===== src/rtl/tgs_pkg.sv =====
package tgs_pkg;
  localparam int NUM_TC = 8;

  typedef enum logic [1:0] {
    SRC_OFF  = 2'd0,
    SRC_FREE = 2'd1,
    SRC_SYNC = 2'd2,
    SRC_PREC = 2'd3
  } clk_src_e;
endpackage


===== src/rtl/tgs_cfg_store.sv =====
module tgs_cfg_store
  import tgs_pkg::*;
#(
  parameter int DEPTH   = 16,
  parameter int NPORT   = 5,
  parameter int NTHR    = 8,
  parameter int TIME_W  = 32,
  parameter int MAX_DUR = 2**19,
  localparam int IDX_W  = $clog2(DEPTH),
  localparam int DUR_W  = $clog2(MAX_DUR) + 1,
  localparam int THR_W  = $clog2(NTHR)
) (
  input  logic                                clk,
  input  logic                                rst_n,
  input  logic                                wr_ok,
  input  logic                                ent_we,
  input  logic [IDX_W-1:0]                    ent_addr,
  input  logic [DUR_W-1:0]                    ent_dur,
  input  logic [NPORT-1:0]                    ent_ports,
  input  logic [NUM_TC-1:0]                   ent_closed,
  input  logic                                thr_we,
  input  logic [THR_W-1:0]                    thr_sel,
  input  logic [IDX_W-1:0]                    thr_start,
  input  logic [IDX_W-1:0]                    thr_end,
  input  logic [TIME_W-1:0]                   thr_offset,
  input  logic                                glb_we,
  input  logic [1:0]                          glb_src,
  input  logic [THR_W-1:0]                    glb_act_m1,
  output logic [DEPTH-1:0][DUR_W-1:0]         e_dur,
  output logic [DEPTH-1:0][NPORT-1:0]         e_ports,
  output logic [DEPTH-1:0][NUM_TC-1:0]        e_closed,
  output logic [NTHR-1:0][IDX_W-1:0]          t_start,
  output logic [NTHR-1:0][IDX_W-1:0]          t_end,
  output logic [NTHR-1:0][TIME_W-1:0]         t_off,
  output logic [THR_W-1:0]                    act_m1,
  output logic                                cfg_ok
);

  clk_src_e src_q;

  always_ff @(posedge clk or negedge rst_n) begin
    if (!rst_n) begin
      e_dur    <= '0;
      e_ports  <= '0;
      e_closed <= '0;
      t_start  <= '0;
      t_end    <= '0;
      t_off    <= '0;
      act_m1   <= '0;
      src_q    <= SRC_OFF;
    end else if (wr_ok) begin
      if (ent_we) begin
        e_dur[ent_addr]    <= ent_dur;
        e_ports[ent_addr]  <= ent_ports;
        e_closed[ent_addr] <= ent_closed;
      end
      if (thr_we) begin
        t_start[thr_sel] <= thr_start;
        t_end[thr_sel]   <= thr_end;
        t_off[thr_sel]   <= thr_offset;
      end
      if (glb_we) begin
        src_q  <= clk_src_e'(glb_src);
        act_m1 <= glb_act_m1;
      end
    end
  end

  // Legality of the whole stored configuration
  always_comb begin
    logic covered;
    cfg_ok = (src_q == SRC_FREE);
    for (int t = 0; t < NTHR; t++) begin
      if (t <= int'(act_m1)) begin
        if (t_off[t] == '0) cfg_ok = 1'b0;
        if (t_start[t] > t_end[t]) cfg_ok = 1'b0;
      end else if (t_end[t] != t_end[act_m1]) begin
        cfg_ok = 1'b0;
      end
    end
    for (int t = 1; t < NTHR; t++) begin
      if (t <= int'(act_m1) && t_end[t] < t_end[t-1]) cfg_ok = 1'b0;
    end
    for (int k = 0; k < DEPTH; k++) begin
      covered = 1'b0;
      for (int t = 0; t < NTHR; t++) begin
        if (t <= int'(act_m1) && k >= int'(t_start[t]) && k <= int'(t_end[t]))
          covered = 1'b1;
      end
      if (covered && (e_dur[k] == '0 || int'(e_dur[k]) >= MAX_DUR))
        cfg_ok = 1'b0;
    end
  end

endmodule


===== src/rtl/tgs_thread.sv =====
module tgs_thread #(
  parameter int IDX_W  = 4,
  parameter int DUR_W  = 20,
  parameter int TIME_W = 32
) (
  input  logic              clk,
  input  logic              rst_n,
  input  logic              run,
  input  logic              act,
  input  logic              tick,
  input  logic [TIME_W-1:0] time_now,
  input  logic [TIME_W-1:0] off,
  input  logic [IDX_W-1:0]  first,
  input  logic [IDX_W-1:0]  last,
  input  logic [DUR_W-1:0]  nxt_dur,
  output logic [IDX_W-1:0]  nxt_idx,
  output logic [IDX_W-1:0]  idx,
  output logic              started,
  output logic              evt
);

  logic [DUR_W-1:0] rem;

  always_comb begin
    nxt_idx = (!started || idx == last) ? first : idx + 1'b1;
    evt     = run && act && tick && (started ? (rem == '0) : (time_now >= off));
  end

  always_ff @(posedge clk or negedge rst_n) begin
    if (!rst_n) begin
      started <= 1'b0;
      idx     <= '0;
      rem     <= '0;
    end else if (!run || !act) begin
      started <= 1'b0;
      rem     <= '0;
    end else if (evt) begin
      started <= 1'b1;
      idx     <= nxt_idx;
      rem     <= nxt_dur - 1'b1;
    end else if (tick && started) begin
      rem <= rem - 1'b1;
    end
  end

endmodule


===== src/rtl/tgs_gate_mux.sv =====
module tgs_gate_mux
  import tgs_pkg::*;
#(
  parameter int NPORT = 5,
  parameter int NTHR  = 8
) (
  input  logic [NTHR-1:0]                  live,
  input  logic [NTHR-1:0][NPORT-1:0]       cur_ports,
  input  logic [NTHR-1:0][NUM_TC-1:0]      cur_closed,
  output logic [NPORT*NUM_TC-1:0]          gates_open
);

  // Lowest-numbered thread targeting a port decides its gates
  always_comb begin
    logic [NUM_TC-1:0] g;
    for (int p = 0; p < NPORT; p++) begin
      g = '1;
      for (int t = NTHR - 1; t >= 0; t--) begin
        if (live[t] && cur_ports[t][p]) g = ~cur_closed[t];
      end
      gates_open[p*NUM_TC +: NUM_TC] = g;
    end
  end

endmodule


===== src/rtl/tgs_engine.sv =====
module tgs_engine
  import tgs_pkg::*;
#(
  parameter int DEPTH   = 16,
  parameter int NPORT   = 5,
  parameter int NTHR    = 8,
  parameter int TIME_W  = 32,
  parameter int MAX_DUR = 2**19,
  localparam int IDX_W  = $clog2(DEPTH),
  localparam int DUR_W  = $clog2(MAX_DUR) + 1,
  localparam int THR_W  = $clog2(NTHR)
) (
  input  logic                     clk,
  input  logic                     rst_n,
  input  logic                     enable,
  input  logic                     tick,
  input  logic [TIME_W-1:0]        time_now,
  input  logic                     ent_we,
  input  logic [IDX_W-1:0]         ent_addr,
  input  logic [DUR_W-1:0]         ent_dur,
  input  logic [NPORT-1:0]         ent_ports,
  input  logic [NUM_TC-1:0]        ent_closed,
  input  logic                     thr_we,
  input  logic [THR_W-1:0]         thr_sel,
  input  logic [IDX_W-1:0]         thr_start,
  input  logic [IDX_W-1:0]         thr_end,
  input  logic [TIME_W-1:0]        thr_offset,
  input  logic                     glb_we,
  input  logic [1:0]               glb_src,
  input  logic [THR_W-1:0]         glb_act_m1,
  output logic [NPORT*NUM_TC-1:0]  gates_open,
  output logic                     collision
);

  logic [DEPTH-1:0][DUR_W-1:0]   e_dur;
  logic [DEPTH-1:0][NPORT-1:0]   e_ports;
  logic [DEPTH-1:0][NUM_TC-1:0]  e_closed;
  logic [NTHR-1:0][IDX_W-1:0]    t_start;
  logic [NTHR-1:0][IDX_W-1:0]    t_end;
  logic [NTHR-1:0][TIME_W-1:0]   t_off;
  logic [THR_W-1:0]              act_m1;
  logic                          cfg_ok;
  logic                          running;

  logic [NTHR-1:0][IDX_W-1:0]    thr_idx;
  logic [NTHR-1:0][IDX_W-1:0]    thr_nxt;
  logic [NTHR-1:0]               thr_started;
  logic [NTHR-1:0]               thr_evt;
  logic [NTHR-1:0]               thr_live;
  logic [NTHR-1:0][NPORT-1:0]    cur_ports;
  logic [NTHR-1:0][NUM_TC-1:0]   cur_closed;

  tgs_cfg_store #(
    .DEPTH(DEPTH), .NPORT(NPORT), .NTHR(NTHR),
    .TIME_W(TIME_W), .MAX_DUR(MAX_DUR)
  ) u_cfg (
    .clk(clk), .rst_n(rst_n), .wr_ok(!enable),
    .ent_we(ent_we), .ent_addr(ent_addr), .ent_dur(ent_dur),
    .ent_ports(ent_ports), .ent_closed(ent_closed),
    .thr_we(thr_we), .thr_sel(thr_sel), .thr_start(thr_start),
    .thr_end(thr_end), .thr_offset(thr_offset),
    .glb_we(glb_we), .glb_src(glb_src), .glb_act_m1(glb_act_m1),
    .e_dur(e_dur), .e_ports(e_ports), .e_closed(e_closed),
    .t_start(t_start), .t_end(t_end), .t_off(t_off),
    .act_m1(act_m1), .cfg_ok(cfg_ok)
  );

  always_ff @(posedge clk or negedge rst_n) begin
    if (!rst_n) begin
      running   <= 1'b0;
      collision <= 1'b0;
    end else begin
      running   <= enable && cfg_ok;
      collision <= enable && (collision || ($countones(thr_evt) > 1));
    end
  end

  for (genvar g = 0; g < NTHR; g++) begin : g_thr
    tgs_thread #(.IDX_W(IDX_W), .DUR_W(DUR_W), .TIME_W(TIME_W)) u_thr (
      .clk(clk), .rst_n(rst_n), .run(running),
      .act(g <= int'(act_m1)), .tick(tick), .time_now(time_now),
      .off(t_off[g]), .first(t_start[g]), .last(t_end[g]),
      .nxt_dur(e_dur[thr_nxt[g]]), .nxt_idx(thr_nxt[g]),
      .idx(thr_idx[g]), .started(thr_started[g]), .evt(thr_evt[g])
    );
    assign thr_live[g]   = running && thr_started[g];
    assign cur_ports[g]  = e_ports[thr_idx[g]];
    assign cur_closed[g] = e_closed[thr_idx[g]];
  end

  tgs_gate_mux #(.NPORT(NPORT), .NTHR(NTHR)) u_mux (
    .live(thr_live), .cur_ports(cur_ports),
    .cur_closed(cur_closed), .gates_open(gates_open)
  );

endmodule


===== config.mk =====
export PLATFORM = sky130hd
export DESIGN_NAME = tgs_engine
export DESIGN_NICKNAME = d
export VERILOG_FILES = /design/src/rtl/tgs_pkg.sv /design/src/rtl/tgs_cfg_store.sv /design/src/rtl/tgs_thread.sv /design/src/rtl/tgs_gate_mux.sv /design/src/rtl/tgs_engine.sv
export SDC_FILE = /design/constraint.sdc
export NUM_CORES = 2
export LEC_CHECK = 0
export BUFFER_PORTS_ARGS = -buffer_cell sky130_fd_sc_hd__buf_2
export CAP_MARGIN = 20
export CORE_ASPECT_RATIO = 1.2
export CORE_UTILIZATION = 35
export CTS_CLUSTER_SIZE = 14
export DETAILED_ROUTE_END_ITERATION = 6
export HOLD_SLACK_MARGIN = 0.1
export PLACE_DENSITY = 0.52
export SLEW_MARGIN = 0
export SYNTH_ARGS = -nofsm -noshare
export SYNTH_HDL_FRONTEND = slang
export SYNTH_HIERARCHICAL = 1
export SYNTH_SLANG_ARGS = --single-unit

===== constraint.sdc =====
create_clock -name clk -period 8.8 [get_ports clk]
set_input_delay 0 -clock clk [delete_from_list [all_inputs] [get_ports clk]]
set_output_delay 0 -clock clk [all_outputs]
set_load 0.005 [all_outputs]

==> results.yml <==
outcome:
  violations: "design-rule violations"
  status: "complete, but fails checks"
global_routing:
  grt_max_degree: 151
  top_usage_layer: "met2"
  grt_overflow: 0
  use_met1: 0.383
  track_usage: 0.324
  met2_usage: 0.498
  grt_pass1_vias: 79900
  grt.met3_usage: 0.106
  antenna_found_initial: 27
  grt_pass1_wl_um: 625000
clock_network:
  cts_root_buf: "clkbuf_16"
  clock_latency_ps: 900
  cts_tree: "done"
  cts.repair.resized: 0
  cts_inserted_buffers: 142
  clk_pin_slew_ps: 60
  clockBufferDepth: 4
  cts.sinks: 1055
  htree_levels: 4
power_and_ir_drop:
  intPower_mw: 13.9
  swShare: 0.437
  p_clk_frac: 0.244
  cellLeakagePower_nw: 41.3
  seqPwrFrac: 0.301
  ir_drop_mv: 0.170
  switchingPower_mw: 10.8
  power_density_nw_per_um2: 239
  comb_power_share: 0.455
  finalPower_mw: 24.7
detailed_routing:
  drt-total-wl_um: 445000
  vias: 81500
  drc: 1
  ant_nets: 0
  drt_iter0_markers: 10000
  avgViaCountPerCell: 6.98
  routedWlPerCell_um: 38.1
  firstDrtPassIters: 7
sta:
  rsz0062_at_grt: "no"
  final-hold-violation-count: 0
  max_clock_freq_ghz: 0.157
  post-route-period-util: 0.725
  skew_ps: 98.3
  min_period_ps: 6380
  slew_headroom: 0.101
  fin_setup_tns_ps: 0
  finalSetupViolCount: 0
  finalMaxSlewViolations: 0
  max_slew.worst_pin.slew_ps: 1340
synthesis:
  muxShareOfSynthArea: 0.370
  synthFlopType: "dfrtp_1"
  ys_async_sr_fraction: 1.00
  yosysTopAreaCellShare: 0.283
  synth_edf_count: 0
  synth-adder-area-share: 0.0448
  postSynthAreaPerCell_um2: 11.7
  syn_inst: 7999
  ys_warn_count: 6
  synth_top_family_by_area: "multiplexers"
  syn_area_um2: 93400
  yosys.area_share.simple: 0.0954
  ys_seq_area_frac: 0.283
  synth_compound_area_frac: 0.124
  yosysTopAreaCell: "dfrtp_1"
  synth-seq-cells: 1055
  synth_cell_types: 96
  ys_top_cells_by_area: "dfrtp_1, mux4_2, mux2_2"
  synth_xor_area_frac: 0.0311
worst_setup_path:
  critPathLaunchType: "flip-flop"
  cp.arrival_ps: 7160
  crit_type: "flip-flop to flip-flop"
  end_kind: "flip-flop"
  crit_required_ps: 9570
  worst-path-max-fanout: 41
place:
  dp_hpwl_um: 302000
  io_buffers: 164
  placed_cells: 11300
  gp_congestion: 1.03
  placed_area_um2: 97500
floorplan:
  start_util: 0.352
  rows: 207
  die_h_um: 568
  ios: 165
  dieArea_um2: 269000
  die_w_um: 473
  core-area_um2: 265000
cells_and_area:
  layout.nets: 8479
  ff_latch_area_um2: 26400
  area_growth_pct: 10.8
  instances_no_fill: 11700
  postLayoutCellArea_um2: 103000
  final_common_cell: "dfrtp_1"
  drive_gt1_frac: 0.308
  layout_common_cells: "dfrtp_1, mux2_2, mux4_2, a22oi_1, nand2_1"
  multi_input_area_um2: 62600
  fill_cells: 25500
min_path:
  holdCritPathClass: "input port to flip-flop"
job:
  drv_cap: 0
[state kept, by name, indices dropped and copies added, names as in the netlist]
| name | flops |
|---|---|
| u_cfg/e_dur | 320 |
| u_cfg/t_off | 256 |
| g_thr.u_thr/rem | 160 |
| u_cfg/e_closed | 128 |
| u_cfg/e_ports | 80 |
| g_thr.u_thr/idx | 32 |
| u_cfg/t_end | 32 |
| u_cfg/t_start | 32 |
| g_thr.u_thr/started | 8 |
| u_cfg/act_m1 | 3 |
| u_cfg/src_q | 2 |
| collision | 1 |
| running | 1 |
[what timing repair did]
item                                     CTS  global route
setup buffers                              0             0
endpoints found under the hold margin   1485             0
endpoints found under the setup margin     0             0
hold buffers                             111             0
[Yosys cell counts, types with 48 or more instances]
cell type	number
nand2b_1	48
nor2_1	279
xor2_1	144
a31oi_1	101
buf_4	59
nand3_1	102
a21oi_1	223
inv_1	328
mux2_2	862
nand2_1	491
buf_6	92
nand4_1	78
nor4_1	199
a22oi_1	547
a211oi_1	139
mux4_2	844
dfrtp_1	1055
o21ai_0	199
nor3_1	189
or3_1	75
xnor2_1	187
ha_1	328
and2_1	75
a221o_1	54
clkbuf_1	398
mux4_1	214
[final cells by class]
class	count	area share
Multi-Input combinational cell	5961	0.605
Sequential cell	1055	0.256
Tap cell	3553	0.0430
Timing Repair Buffer	525	0.0385
Clock buffer	186	0.0380
Inverter	338	0.0123
Clock inverter	53	0.00702
Antenna cell	10	0.000242
[routing by layer]
| layer | vias up | wire [um] |
|---|---|---|
| met3 | 1645 | 50900 |
| met1 | 41900 | 158000 |
| met4 | 10 | 37700 |
| li1 | 32300 | - |
| met5 | - | 75 |
| met2 | 5702 | 199000 |
[final timing paths]
check	start	endpoint	slack (ps)	cells past startpoint
setup / recovery	u_cfg/act_m1[2]$_DFFE_PN0P_	collision$_DFF_PN0_	2420	19
max in group asynchronous	rst_n	u_cfg/e_dur[28]$_DFFE_PN0P_	6550	5
hold / removal	thr_offset[8]	u_cfg/t_off[200]$_DFFE_PN0P_	120	3
hold reg to reg	u_cfg/t_off[212]$_DFFE_PN0P_	u_cfg/t_off[212]$_DFFE_PN0P_	530	1
setup reg to reg	u_cfg/act_m1[2]$_DFFE_PN0P_	collision$_DFF_PN0_	2420	19
min in group asynchronous	rst_n	u_cfg/t_off[79]$_DFFE_PN0P_	360	4
[power groups by stage]
stage	sequential (mW)	combinational (mW)	clock, mW
final	7.46	11.2	6.03
after global routing	7.55	11.6	6.31
after CTS	7.35	10.8	6.13
after detailed placement	7.43	10.7	0
after global placement	7.37	10.6	0
after floorplan	6.64	7.16	0
[worst max-delay path: stages, from the launching register on]
cell     delay [ps]
dfrtp_2         340
buf_4           500
or3_1           250
nand3_1         130
nor4b_1         330
a21oi_1         190
a41oi_1         830
nor2_1          510
inv_2           550
fa_1            510
inv_1            80
fa_1            430
fa_1            440
inv_1            70
ha_1            160
inv_1            60
fa_1            370
nor2b_1         140
a31o_2          210
a31oi_1         180
[through the flow]
step	setup WS (ps)	hold WS (ps)	util
3_5_place_dp	2560	43.7	0.368
2_1_floorplan	4240	-296	-
5_1_grt	2060	111	0.390
3_3_place_gp	2610	27.3	0.367
6_report	2420	124	0.390
4_1_cts	2550	104	0.389
[cell families after synthesis]
group | Yosys count
multiplexers | 1944
adder cells (fa/ha/maj) | 332
flip-flops | 1055
AO/OA/AOI/OAI | 1613
XOR/XNOR | 331
buffers and inverters | 985
other | 1
AND/OR/NAND/NOR | 1738
Power figures use the tool's default switching activity.
